==> config.mk <==
export PLATFORM = sky130hd
export DESIGN_NAME = cts_tx_gate
export DESIGN_NICKNAME = d
export VERILOG_FILES = /design/src/rtl/ctsg_pkg.sv /design/src/rtl/ctsg_gate_decode.sv /design/src/rtl/ctsg_ctrl.sv /design/src/rtl/ctsg_half_retime.sv /design/src/rtl/cts_tx_gate.sv
export SDC_FILE = /design/constraint.sdc
export NUM_CORES = 1
export LEC_CHECK = 0
export BUFFER_PORTS_ARGS = -buffer_cell sky130_fd_sc_hd__buf_4
export CELL_PAD_IN_SITES_DETAIL_PLACEMENT = 0
export CELL_PAD_IN_SITES_GLOBAL_PLACEMENT = 1
export CORE_AREA = 5 5 42 44
export CTS_CLUSTER_SIZE = 24
export DETAILED_ROUTE_END_ITERATION = 7
export DIE_AREA = 0 0 47 49
export PLACE_DENSITY_LB_ADDON = 0.1
export SETUP_SLACK_MARGIN = 0.1
export SYNTH_ARGS = -nofsm -noshare
export SYNTH_HDL_FRONTEND = slang
export SYNTH_HIERARCHICAL = 1
export SYNTH_SLANG_ARGS = --single-unit
==> constraint.sdc <==
create_clock -name bit_clk -period 1.4 [get_ports bit_clk]
set_input_delay 0.14 -clock bit_clk [delete_from_list [all_inputs] [get_ports bit_clk]]
set_output_delay 0.14 -clock bit_clk [all_outputs]
set_load 0.005 [all_outputs]
==> src/rtl/ctsg_pkg.sv <==
package ctsg_pkg;

    typedef enum logic [1:0] {
        ST_IDLE = 2'd0,
        ST_WAIT = 2'd1,
        ST_SEND = 2'd2
    } ctsg_state_e;

    localparam logic [1:0] MODE_OFF  = 2'b00;
    localparam logic [1:0] MODE_ON   = 2'b01;
    localparam logic [1:0] MODE_HOLD = 2'b10;
    localparam logic [1:0] MODE_AUTO = 2'b11;

endpackage

==> src/rtl/ctsg_gate_decode.sv <==
module ctsg_gate_decode
    import ctsg_pkg::*;
(
    input  logic [1:0] txen_mode,
    input  logic       cts_n,
    input  logic       tx_ready,
    output logic       go,
    output logic       auto_gate
);
    always_comb begin
        auto_gate = (txen_mode == MODE_AUTO);
        unique case (txen_mode)
            MODE_ON:   go = tx_ready;
            MODE_AUTO: go = tx_ready && !cts_n;
            default:   go = 1'b0;
        endcase
    end
endmodule

==> src/rtl/ctsg_ctrl.sv <==
module ctsg_ctrl
    import ctsg_pkg::*;
#(
    parameter int START_WHOLE_CLKS = 4
) (
    input  logic bit_clk,
    input  logic rst_n,
    input  logic go,
    input  logic auto_gate,
    input  logic cts_n,
    input  logic sync_mode,
    input  logic char_done,
    output logic launch,
    output logic abort
);
    localparam int CNT_W = (START_WHOLE_CLKS > 1) ? $clog2(START_WHOLE_CLKS) : 1;
    localparam logic [CNT_W-1:0] CNT_LAST = CNT_W'(START_WHOLE_CLKS - 1);

    typedef struct packed {
        ctsg_state_e      state;
        logic [CNT_W-1:0] cnt;
        logic             launch;
        logic             abort;
    } ctrl_t;

    ctrl_t st_d, st_q;

    always_comb begin
        st_d        = st_q;
        st_d.launch = 1'b0;
        st_d.abort  = 1'b0;
        unique case (st_q.state)
            ST_IDLE: begin
                if (go) begin
                    st_d.state = ST_WAIT;
                    st_d.cnt   = '0;
                end
            end
            ST_WAIT: begin
                if (!go) begin
                    st_d.state = ST_IDLE;
                end else if (st_q.cnt == CNT_LAST) begin
                    st_d.state  = ST_SEND;
                    st_d.launch = 1'b1;
                end else begin
                    st_d.cnt = st_q.cnt + 1'b1;
                end
            end
            ST_SEND: begin
                if (char_done) begin
                    st_d.state = ST_IDLE;
                end else if (auto_gate && cts_n && sync_mode) begin
                    st_d.state = ST_IDLE;
                    st_d.abort = 1'b1;
                end
            end
            default: st_d.state = ST_IDLE;
        endcase
    end

    always_ff @(posedge bit_clk or negedge rst_n) begin
        if (!rst_n) begin
            st_q <= '{state: ST_IDLE, cnt: '0, launch: 1'b0, abort: 1'b0};
        end else begin
            st_q <= st_d;
        end
    end

    assign launch = st_q.launch;
    assign abort  = st_q.abort;
endmodule

==> src/rtl/ctsg_half_retime.sv <==
module ctsg_half_retime (
    input  logic bit_clk,
    input  logic rst_n,
    input  logic d,
    output logic q
);
    logic q_d, q_q;

    always_comb q_d = d;

    always_ff @(negedge bit_clk or negedge rst_n) begin
        if (!rst_n) q_q <= 1'b0;
        else        q_q <= q_d;
    end

    assign q = q_q;
endmodule

==> src/rtl/cts_tx_gate.sv <==
module cts_tx_gate #(
    parameter int START_WHOLE_CLKS = 4
) (
    input  logic       bit_clk,
    input  logic       rst_n,
    input  logic       cts_n,
    input  logic [1:0] txen_mode,
    input  logic       sync_mode,
    input  logic       tx_ready,
    input  logic       char_done,
    output logic       start_pulse,
    output logic       abort_pulse
);
    logic go, auto_gate, launch;

    ctsg_gate_decode u_dec (
        .txen_mode (txen_mode),
        .cts_n     (cts_n),
        .tx_ready  (tx_ready),
        .go        (go),
        .auto_gate (auto_gate)
    );

    ctsg_ctrl #(.START_WHOLE_CLKS(START_WHOLE_CLKS)) u_ctrl (
        .bit_clk   (bit_clk),
        .rst_n     (rst_n),
        .go        (go),
        .auto_gate (auto_gate),
        .cts_n     (cts_n),
        .sync_mode (sync_mode),
        .char_done (char_done),
        .launch    (launch),
        .abort     (abort_pulse)
    );

    ctsg_half_retime u_half (
        .bit_clk (bit_clk),
        .rst_n   (rst_n),
        .d       (launch),
        .q       (start_pulse)
    );
endmodule

==> flow_summary.rst, run 1 <==
.. list-table::
   :header-rows: 1

   * - Metric
     - Value
   * - Worst reg2reg setup slack
     - roughly 0.18 ns
   * - Area delta synth->final
     - 40.91%
   * - Worst-case clock buffer depth
     - 2
   * - Final number of hold-violating endpoints
     - 0
   * - Synth warnings
     - 6
   * - Detailed-route via count
     - 239
   * - Final design utilization
     - 0.3045
   * - Slowest cell on crit path
     - dfrtn_1
   * - Worst-case reg-to-reg path depth
     - 3
   * - Max rail drop VDD
     - ~280 uV
   * - Net count reported at finish
     - a little over 50
   * - Sequential share of the synthesized area
     - 0.5785
   * - Worst min-delay path startpoint
     - char_done
   * - CP Capture Type
     - output pin
   * - Worst hold endpoint
     - u_ctrl/abort
   * - Min-delay worst type
     - in -> reg
   * - Total clock buffers created by CTS
     - 3
   * - Wire length of the first global-routing pass
     - approximately 1000 um
   * - Total nets after synthesis
     - 36
   * - Fin Clk Skew
     - around 0.011 ns
   * - Share of async-settable or async-resettable flops after synthesis
     - 1.000
   * - Antenna Violating Nets Remaining
     - 0
   * - Initial antenna violation count
     - 0
   * - Number of search-and-repair iterations in the first detailed-routing pass
     - 3
   * - CORE AREA
     - 1401 sq um
   * - Max-slew violation total from the final report
     - 0
   * - CP startpoint kind
     - flop
   * - PnR worst setup slack
     - -0.1758 ns
   * - Wire length after detailed routing
     - roughly 670 um
   * - Result of the run
     - finished, violations left
   * - Post-route DRC violation count
     - 0
   * - Largest net degree at the start of global routing
     - 8
   * - Distinct cells, synth
     - 15
   * - Share of layout cells above drive strength 1
     - 0.3659
   * - Sum of overflow across all layers after global routing
     - 0
   * - Chip Height
     - about 49 um
   * - Transition at the pin with the smallest max-transition slack
     - roughly 0.25 ns
   * - Count of input and output buffers
     - 9
   * - Starting Density
     - 0.2161
   * - Final number of setup-violating endpoints
     - 1
   * - Post-synthesis cell count
     - 27
   * - Global placer's final weighted congestion
     - 0.6682
   * - Reg clk slew, reported paths
     - approximately 0.060 ns
   * - Avg Cell Area, Syn
     - roughly 11 sq um
   * - Via/cell ratio
     - about 4.2
   * - Slew margin rel.
     - 0.8345
   * - Worst Setup Slack post-DPL
     - 0.09201 ns
   * - Wirelength per Cell
     - between 10 and 15 um
   * - Setup crit start
     - u_half/q
   * - Crit Path Category
     - reg -> out
   * - Clock latency of the later-clocked register in the worst-skew pair
     - between 0.2 and 0.3 ns
   * - Worst hold path depth
     - 4
   * - Reg-to-Reg Start
     - u_ctrl/st_q[2]
   * - Depth of the CTS H-tree
     - 1
   * - Critical path buffer and inverter count
     - 1
   * - Arr. time, crit path
     - about 1.4 ns
   * - Ranking of synthesized cells by area
     - dfrtp_1 (50%), dfrtn_1 (8.3%), nand2b_4 (4.5%)
   * - Number of fillers in the final layout
     - around 160
   * - CP peak stage delay
     - about 0.38 ns
   * - Detailed Place HPWL
     - around 510 um
   * - Data required time of the worst path
     - between 1 and 1.5 ns
   * - Die area
     - roughly 2300 sq um
   * - CTS sink count
     - 7
   * - Netlist area before placement
     - ~300 sq um
   * - Violations in the final reports
     - setup timing
   * - Critical-path maximum fanout
     - 1
   * - Cell chain of the critical path
     - buf_4
   * - All-layer global routing usage
     - 0.06529
   * - Cell type with the highest aggregate area in the netlist
     - dfrtp_1
   * - TritonCTS clock tree
     - built
   * - Cell Pwr Density
     - roughly 1000 nW/um^2
   * - RSZ-0062 raised after global routing
     - yes
   * - Number of global-route vias before repair
     - 245
   * - Violation count after the first detailed-routing iteration
     - 11
   * - Endpoint of the worst-slack reg-to-reg timing path
     - u_ctrl/st_q[3]
   * - Most frequent cell after synthesis
     - dfrtp_1
   * - Reported max-cap violation count
     - 0
   * - Root buffer cell
     - clkbuf_4
   * - #FFs+latches synth
     - 7
   * - Cell leakage power
     - roughly 0.21 nW
   * - Row count
     - 14
   * - Top cells by instance count after synthesis
     - dfrtp_1 (6), nor2_1 (3)
   * - Most used flip-flop cell after synthesis
     - dfrtp_1
   * - Area share of the largest cell type after synthesis
     - 0.4959
   * - Worst path top cell family by delay
     - flip-flops
   * - Top Ports
     - 10
   * - Total design power
     - ~440 uW
   * - Count of inserted antenna diode cells
     - 0
   * - DIE WIDTH
     - around 47 um
   * - Number of enable-type register cells in the synthesized netlist
     - 0
worst reg2reg max path, stage by stage (launching register included):
cell and delay (ns):
dfrtp_1 0.40, ha_1 0.28, or3b_1 0.35, o21ai_1 0.12
placed cells by master (no fill, tap or decap):
cell type	Yosys	routed
buf_4	0	9
nand2b_4	1	1
nand3_1	2	2
o41ai_1	1	1
clkbuf_4	0	3
o21ai_0	2	2
a21oi_2	1	1
clkbuf_1	0	1
and2_1	2	2
dfrtn_1	1	1
o21ai_1	1	1
nand2_1	2	2
dlygate4sd3_1	0	1
inv_1	2	2
or3b_1	1	1
dfrtp_1	6	6
ha_1	1	1
a41o_2	1	1
nor2_1	3	3
cell type report:
cell class / instances / area, sq um / share of cell area
Clock buffer: 4 / 26.28 / 0.06158
Inverter: 2 / 7.507 / 0.01760
Multi-Input combinational cell: 18 / 120.1 / 0.2815
Sequential cell: 7 / 175.2 / 0.4106
Tap cell: 16 / 20.02 / 0.04692
Timing Repair Buffer: 10 / 77.57 / 0.1818
what timing repair did:
action,in CTS,in global routing
gates resized for setup,0,0
endpoints found under the setup margin,1,1
cloned,0,0
buffers inserted,0,0
pin swaps,0,0
hold endpoints to repair,6,0
hold buffers,1,0
worst max path at each step:
| stage | end | cells past startpoint | slack (ns) |
|---|---|---|---|
| finish | start_pulse | 1 | -0.18 |
| global placement | start_pulse | 1 | 0.1 |
| global route | start_pulse | 1 | -0.22 |
| detailed placement | start_pulse | 1 | 0.09 |
| floorplan | start_pulse | 0 | 0.18 |
| CTS | start_pulse | 1 | -0.19 |
power by group:
| group | total (mW) | switching (mW) | internal [mW] |
|---|---|---|---|
| clock | 0.186 | 0.0774 | 0.109 |
| sequential | 0.214 | 0.00448 | 0.209 |
| combinational | 0.0437 | 0.0199 | 0.0238 |
flip-flops by register name, indices dropped and copies added, names as in the netlist:
| signal | cells |
|---|---|
| u_half/q | 1 |
| u_ctrl/abort | 1 |
| u_ctrl/launch | 1 |
| u_ctrl/st_q | 4 |
metrics by stage:
stage | cell area, sq um | instances | TNS (ns) | hold slack, ns
3_5_place_dp | 390.4 | 52 | 0 | -0.03926
3_3_place_gp | 390.4 | 52 | 0 | -0.04128
4_1_cts | 426.7 | 57 | -0.1873 | 0.1429
2_1_floorplan | 302.8 | 27 | 0 | -0.1556
6_report | 426.7 | 57 | -0.1758 | 0.1538
5_1_grt | 426.7 | 57 | -0.2164 | 0.1760
metal layers:
| layer | vias to the layer above | wire, um | GRT usage |
|---|---|---|---|
| met4 | 0 | 0 | 0.05530 |
| met3 | 0 | 39 | 0.02214 |
| met1 | 115 | 280 | 0.07658 |
| met2 | 4 | 346 | 0.09050 |
| met5 | - | 0 | 0 |
| li1 | 120 | - | - |
cells by family (layout without fill, tap and decap cells):
logic type,count (synthesis),after routing,synth area share
AND/OR/NAND/NOR,11,11,0.2107
adder cells (fa/ha/maj),1,1,0.04132
flip-flops,7,7,0.5785
AO/OA/AOI/OAI,6,6,0.1446
buffers and inverters,2,16,0.02480
Power figures use the tool's default switching activity.
==> run 2, diff against run 1 <==
CAP_MARGIN = 30   (was default)
PLACE_DENSITY_LB_ADDON = 0.12   (was 0.1)
==> run 2 against run 1 <==
  * The flow still finishes with violations (setup timing)
  * Global-route usage up 0.28 points
  * Non-clock buffer count unchanged
  * Power down 1.4%
  * Core utilization unchanged
  * Largest power group unchanged
==> flow_summary.rst, run 2 (synthesis results as in run 1) <==
.. list-table::
   :header-rows: 1

   * - Metric
     - Value
   * - Register containing the most flip-flops in the final layout
     - u_ctrl/st_q
   * - Clock latency of the later-clocked register in the worst-skew pair
     - 0.26 ns (about the same)
   * - Via/cell ratio
     - 4.263 (+1.7%)
   * - Transition at the pin with the smallest max-transition slack
     - 0.2503 ns (+0.005260 ns)
   * - Min-delay worst type
     - in -> reg
   * - Fin Clk Skew
     - 0.01208 ns (+0.001049 ns)
   * - Worst path top cell family by delay
     - flip-flops
   * - Wire length of the first global-routing pass
     - 1076 um (+4.0%)
   * - Detailed-route via count
     - 243 (+1.7%)
   * - Violations in the final reports
     - setup timing
   * - Number of search-and-repair iterations in the first detailed-routing pass
     - 2 (-1)
   * - Worst-case reg-to-reg path depth
     - 3 (unchanged)
   * - Largest net degree at the start of global routing
     - 8 (unchanged)
   * - CP startpoint kind
     - flop
   * - Arr. time, crit path
     - 1.44 ns (about the same)
   * - Top Ports
     - 10 (unchanged)
   * - Cell Pwr Density
     - 1025 nW/um^2 (-1.4%)
   * - Crit Path Category
     - reg -> out
   * - Max-slew violation total from the final report
     - 0 (unchanged)
   * - Total cell area at the placement stage
     - 390.4 sq um (unchanged)
   * - DIE WIDTH
     - 47 um (unchanged)
   * - Number of global-route vias before repair
     - 245 (unchanged)
   * - Cell leakage power
     - 0.2105 nW (about the same)
   * - Dpl cells
     - 52 (unchanged)
   * - Number of fillers in the final layout
     - 166 (+6.4%)
   * - Cell chain of the critical path
     - buf_4
   * - Detailed Place HPWL
     - 497 um (-1.6%)
   * - Root buffer cell
     - clkbuf_4
   * - Wire length after detailed routing
     - 605 um (-9.2%)
   * - Slowest cell on crit path
     - dfrtn_1
   * - Count of inserted antenna diode cells
     - 0 (unchanged)
   * - Depth of the CTS H-tree
     - 1 (unchanged)
   * - Reported max-cap violation count
     - 0 (unchanged)
   * - Filler-free cell count of the finished design
     - 57 (unchanged)
   * - Global placer's final weighted congestion
     - 0.6592 (-1.3%)
   * - Violation count after the first detailed-routing iteration
     - 2 (-9)
   * - Post-Layout Inst Area
     - 426.7 sq um (unchanged)
   * - Sequential Area
     - 175.2 sq um (unchanged)
   * - Post-route DRC violation count
     - 0 (unchanged)
   * - Most common library cell in the layout ignoring fill and taps
     - buf_4
   * - Count of input and output buffers
     - 9 (unchanged)
   * - Initial antenna violation count
     - 0 (unchanged)
   * - Net count reported at finish
     - 51 (unchanged)
   * - Max rail drop VDD
     - 550.6 uV (+94%)
   * - Wirelength per Cell
     - 10.61 um (-9.2%)
   * - TritonCTS clock tree
     - built
   * - Final number of hold-violating endpoints
     - 0 (unchanged)
   * - Worst-case clock buffer depth
     - 2 (unchanged)
   * - PnR worst setup slack
     - -0.1773 ns (-0.001472 ns)
   * - Worst hold slack across all endpoints
     - 0.1453 ns (-0.008507 ns)
   * - Critical-path maximum fanout
     - 1 (unchanged)
   * - Share of layout cells above drive strength 1
     - 0.3659 (unchanged)
   * - Sum of overflow across all layers after global routing
     - 0 (unchanged)
   * - Antenna Violating Nets Remaining
     - 0 (unchanged)
   * - Row count
     - 14 (unchanged)
   * - Setup Total Neg Slack
     - -0.1773 ns (-0.001472 ns)
   * - Starting Density
     - 0.2161 (unchanged)
   * - Total design power
     - 437.4 uW (-1.4%)
   * - Slew margin rel.
     - 0.8309 (-0.003553)
   * - Flip-flop count of the largest register after layout
     - 4 (unchanged)
   * - CORE AREA
     - 1401 sq um (unchanged)
   * - Total clock buffers created by CTS
     - 3 (unchanged)
   * - Chip Height
     - 49 um (unchanged)
   * - Final number of setup-violating endpoints
     - 1 (unchanged)
   * - Result of the run
     - finished, violations left
   * - Data required time of the worst path
     - 1.26 ns (about the same)
   * - Die area
     - 2303 sq um (unchanged)
   * - Area delta synth->final
     - 40.91% (unchanged)
   * - RSZ-0062 raised after global routing
     - yes
   * - Total number of cells along the worst setup path
     - 1 (unchanged)
   * - CTS sink count
     - 7 (unchanged)
   * - All-layer global routing usage
     - 0.06809 (+0.002791)
   * - Footprint of the multi-input gates
     - 120.1 sq um (unchanged)
   * - CP peak stage delay
     - 0.38 ns (about the same)
   * - CP Capture Type
     - output pin
   * - Reg clk slew, reported paths
     - 0.05 ns (about the same)
   * - Commonest non-fill, non-tap cells in the layout
     - buf_4 (9), dfrtp_1 (6), clkbuf_4 (3), nor2_1 (3)
   * - Worst hold path depth
     - 4 (unchanged)
   * - Critical path buffer and inverter count
     - 1 (unchanged)
-- run 2: worst paths after layout --
| kind | startpoint | end | slack (ns) |
|---|---|---|---|
| hold / removal | char_done | u_ctrl/abort | 0.15 |
| setup reg to reg | u_ctrl/st_q[2] | u_ctrl/st_q[3] | 0.19 |
| setup / recovery | u_half/q | start_pulse | -0.18 |
| min in group asynchronous | rst_n | u_ctrl/st_q[5] | 0.24 |
| max in group asynchronous | rst_n | u_half/q | 0.43 |
| hold reg to reg | u_ctrl/st_q[2] | u_ctrl/st_q[2] | 0.49 |
-- run 2: layout make-up --
cell class	instances	share of cell area
flip-flops and latches	7	0.4106
repair buffers	10	0.1818
clock buffers	4	0.06158
well taps	16	0.04692
inverters	2	0.01760
multi-input cells	18	0.2815
-- run 2: where the power goes --
| group | internal, mW | leakage (nW) | total, mW | switching [mW] |
|---|---|---|---|---|
| logic | 0.0235 | 0.0992 | 0.0422 | 0.0187 |
| registers | 0.209 | 0.0963 | 0.214 | 0.00447 |
| clock network | 0.109 | 0.0150 | 0.182 | 0.0729 |
| total | 0.341 | 0.211 | 0.437 | 0.0961 |
-- run 2: what timing repair did --
item	in CTS	in global routing
hold endpoints to repair	6	0
resized for setup	0	1
setup buffers	0	0
hold buffers	1	0
endpoints found under the setup margin	1	2
-- run 2: layer usage --
metal / GRT usage / up-vias / wire length (um)
met4: 0.01382 / 0 / 0
met2: 0.08597 / 8 / 299
met1: 0.08315 / 114 / 234
li1: - / 121 / -
met5: 0 / - / 0
met3: 0.06642 / 0 / 71
-- run 2: stage by stage --
stage	worst slack [ns]	utilization
floorplan	0.1811	-
global placement	0.09705	0.2786
detailed placement	0.09150	0.2786
CTS	-0.1905	0.3045
global route	-0.2120	0.3045
finish	-0.1773	0.3045
==> run 3, diff against run 2 <==
CAP_MARGIN = 20   (was 30)
PLACE_DENSITY_LB_ADDON = 0.2   (was 0.12)
==> run 3 against run 2 <==
  * The run still ends with setup timing left
  * Count of clock-buffer cells in the layout did not move
  * Clock power is 2% lower
  * Sequential power about the same
  * Largest power group unchanged
==> flow_summary.rst, run 3 (synthesis results as in run 1) <==
.. list-table::
   :header-rows: 1

   * - Metric
     - Value
   * - Result of the run
     - finished, violations left
   * - Violations in the final reports
     - setup timing
   * - Final number of setup-violating endpoints
     - 1 (unchanged)
   * - Antenna Violating Nets Remaining
     - 0 (unchanged)
   * - Sum of overflow across all layers after global routing
     - 0 (unchanged)
   * - Fin Clk Skew
     - 0.01171 ns (-0.0003675 ns)
   * - Arr. time, crit path
     - 1.43 ns (about the same)
   * - Worst path top cell family by delay
     - flip-flops
   * - Top Ports
     - 10 (unchanged)
   * - PnR worst setup slack
     - -0.1728 ns (+0.004503 ns)
   * - Register containing the most flip-flops in the final layout
     - u_ctrl/st_q
   * - Slew margin rel.
     - 0.8147 (-0.01621)
   * - Wire length after detailed routing
     - 636 um (+5.1%)
   * - RSZ-0062 raised after global routing
     - yes
   * - Detailed Place HPWL
     - 522.4 um (+5.1%)
   * - Max-slew violation total from the final report
     - 0 (unchanged)
   * - Cell leakage power
     - 0.2105 nW (about the same)
   * - Worst min-delay path startpoint
     - char_done
   * - Net count reported at finish
     - 51 (unchanged)
   * - Final design utilization
     - 0.3045 (unchanged)
   * - CTS sink count
     - 7 (unchanged)
   * - Total of cells resized after clock tree synthesis
     - 0 (unchanged)
   * - Via/cell ratio
     - 4.193 (-1.6%)
   * - Violation count after the first detailed-routing iteration
     - 4 (+2)
   * - Crit Path Category
     - reg -> out
   * - Number of search-and-repair iterations in the first detailed-routing pass
     - 4 (+2)
   * - Commonest non-fill, non-tap cells in the layout
     - buf_4 (9), dfrtp_1 (6), clkbuf_4 (3), nor2_1 (3)
   * - Max rail drop VDD
     - 289.4 uV (-47%)
   * - Cell chain of the critical path
     - buf_4
   * - Row count
     - 14 (unchanged)
   * - Count of inserted antenna diode cells
     - 0 (unchanged)
   * - Critical path buffer and inverter count
     - 1 (unchanged)
   * - Worst reg2reg setup slack
     - 0.18 ns (about the same)
   * - TritonCTS clock tree
     - built
   * - Clock latency of the later-clocked register in the worst-skew pair
     - 0.25 ns (about the same)
   * - Initial antenna violation count
     - 0 (unchanged)
   * - Post-Layout Inst Area
     - 426.7 sq um (unchanged)
   * - Wirelength per Cell
     - 11.16 um (+5.1%)
   * - Final number of hold-violating endpoints
     - 0 (unchanged)
   * - Wire length of the first global-routing pass
     - 993 um (-7.7%)
   * - CORE AREA
     - 1401 sq um (unchanged)
   * - Depth of the CTS H-tree
     - 1 (unchanged)
   * - Total cell area at the placement stage
     - 390.4 sq um (unchanged)
   * - Min-delay worst type
     - in -> reg
   * - CP startpoint kind
     - flop
   * - Total design power
     - 434.8 uW (-0.59%)
   * - Data required time of the worst path
     - 1.26 ns (about the same)
   * - Critical-path maximum fanout
     - 1 (unchanged)
   * - Reg clk slew, reported paths
     - 0.05 ns (about the same)
   * - Reported max-cap violation count
     - 0 (unchanged)
   * - Dpl cells
     - 52 (unchanged)
   * - Setup crit start
     - u_half/q
   * - Share of layout cells above drive strength 1
     - 0.3659 (unchanged)
   * - Cell Pwr Density
     - 1019 nW/um^2 (-0.59%)
   * - Filler-free cell count of the finished design
     - 57 (unchanged)
   * - Chip Height
     - 49 um (unchanged)
   * - Global placer's final weighted congestion
     - 0.7238 (+9.8%)
   * - Starting Density
     - 0.2161 (unchanged)
   * - Transition at the pin with the smallest max-transition slack
     - 0.2743 ns (+0.02400 ns)
   * - Number of fillers in the final layout
     - 151 (-9.0%)
   * - Area delta synth->final
     - 40.91% (unchanged)
   * - Worst-case clock buffer depth
     - 2 (unchanged)
   * - Die area
     - 2303 sq um (unchanged)
   * - Slowest cell on crit path
     - dfrtn_1
   * - Most common library cell in the layout ignoring fill and taps
     - buf_4
   * - Post-route DRC violation count
     - 0 (unchanged)
   * - Post CTS Setup Buffer Count
     - 0 (unchanged)
   * - Largest net degree at the start of global routing
     - 8 (unchanged)
   * - DIE WIDTH
     - 47 um (unchanged)
   * - Reg-to-Reg Start
     - u_ctrl/st_q[2]
   * - CP Capture Type
     - output pin
   * - Root buffer cell
     - clkbuf_4
   * - Total clock buffers created by CTS
     - 3 (unchanged)
   * - CP peak stage delay
     - 0.38 ns (about the same)
   * - Count of input and output buffers
     - 9 (unchanged)
   * - Worst Setup Slack post-DPL
     - 0.09277 ns (+0.001269 ns)
   * - All-layer global routing usage
     - 0.06378 (-0.004301)
   * - Detailed-route via count
     - 239 (-1.6%)
   * - Number of global-route vias before repair
     - 238 (-2.9%)
   * - Flip-flop count of the largest register after layout
     - 4 (unchanged)
-- run 3: changes by cell type in the layout (fill, tap and decap cells not counted) --
cell / previous run / this run
o21ai_0: 1 / 2
o21ai_1: 2 / 1
-- run 3: path summary, 6_finish.rpt --
| path | end | depth (start not counted) |
|---|---|---|
| max | start_pulse | 1 |
| min | u_ctrl/abort | 4 |
| max reg2reg | u_ctrl/st_q[2] | 4 |
| min reg2reg | u_ctrl/st_q[2] | 1 |
| max in group asynchronous | u_half/q | 2 |
| min in group asynchronous | u_ctrl/st_q[5] | 2 |
-- run 3: metal layers --
metal | vias up | track usage | part of all wire
met5 | - | 0 | 0
met3 | 0 | 0.03690 | 0.088
met4 | 0 | 0.05530 | 0
met1 | 113 | 0.06502 | 0.39
met2 | 5 | 0.08824 | 0.52
li1 | 121 | - | -
-- run 3: layout make-up --
cell class                      instances  area (sq um)  share of cell area
Sequential cell                         7         175.2              0.4106
Multi-Input combinational cell         18         120.1              0.2815
Timing Repair Buffer                   10         77.57              0.1818
Clock buffer                            4         26.28             0.06158
Tap cell                               16         20.02             0.04692
Inverter                                2         7.507             0.01760
-- run 3: through the flow --
stage                     setup TNS [ns]  hold WS (ns)
after CTS                        -0.1861        0.1497
after global placement                 0      -0.04324
after floorplan                        0       -0.1556
final                            -0.1728        0.1567
after global routing             -0.2184        0.1680
after detailed placement               0      -0.04196
-- run 3: worst min-delay path: stages --
cell     delay (ns)
buf_4          0.07
inv_1          0.04
nand3_1        0.07
nor2_1         0.04
-- run 3: report_power, final --
group          total, mW  switching (mW)  internal, mW
clock              0.178          0.0700         0.108
combinational     0.0427          0.0191        0.0236
sequential         0.214         0.00449         0.209
-- run 3: what timing repair did --
item,4_1_cts,5_1_grt
hold endpoints to repair,6,0
endpoints found under the setup margin,1,1
hold buffers,1,0
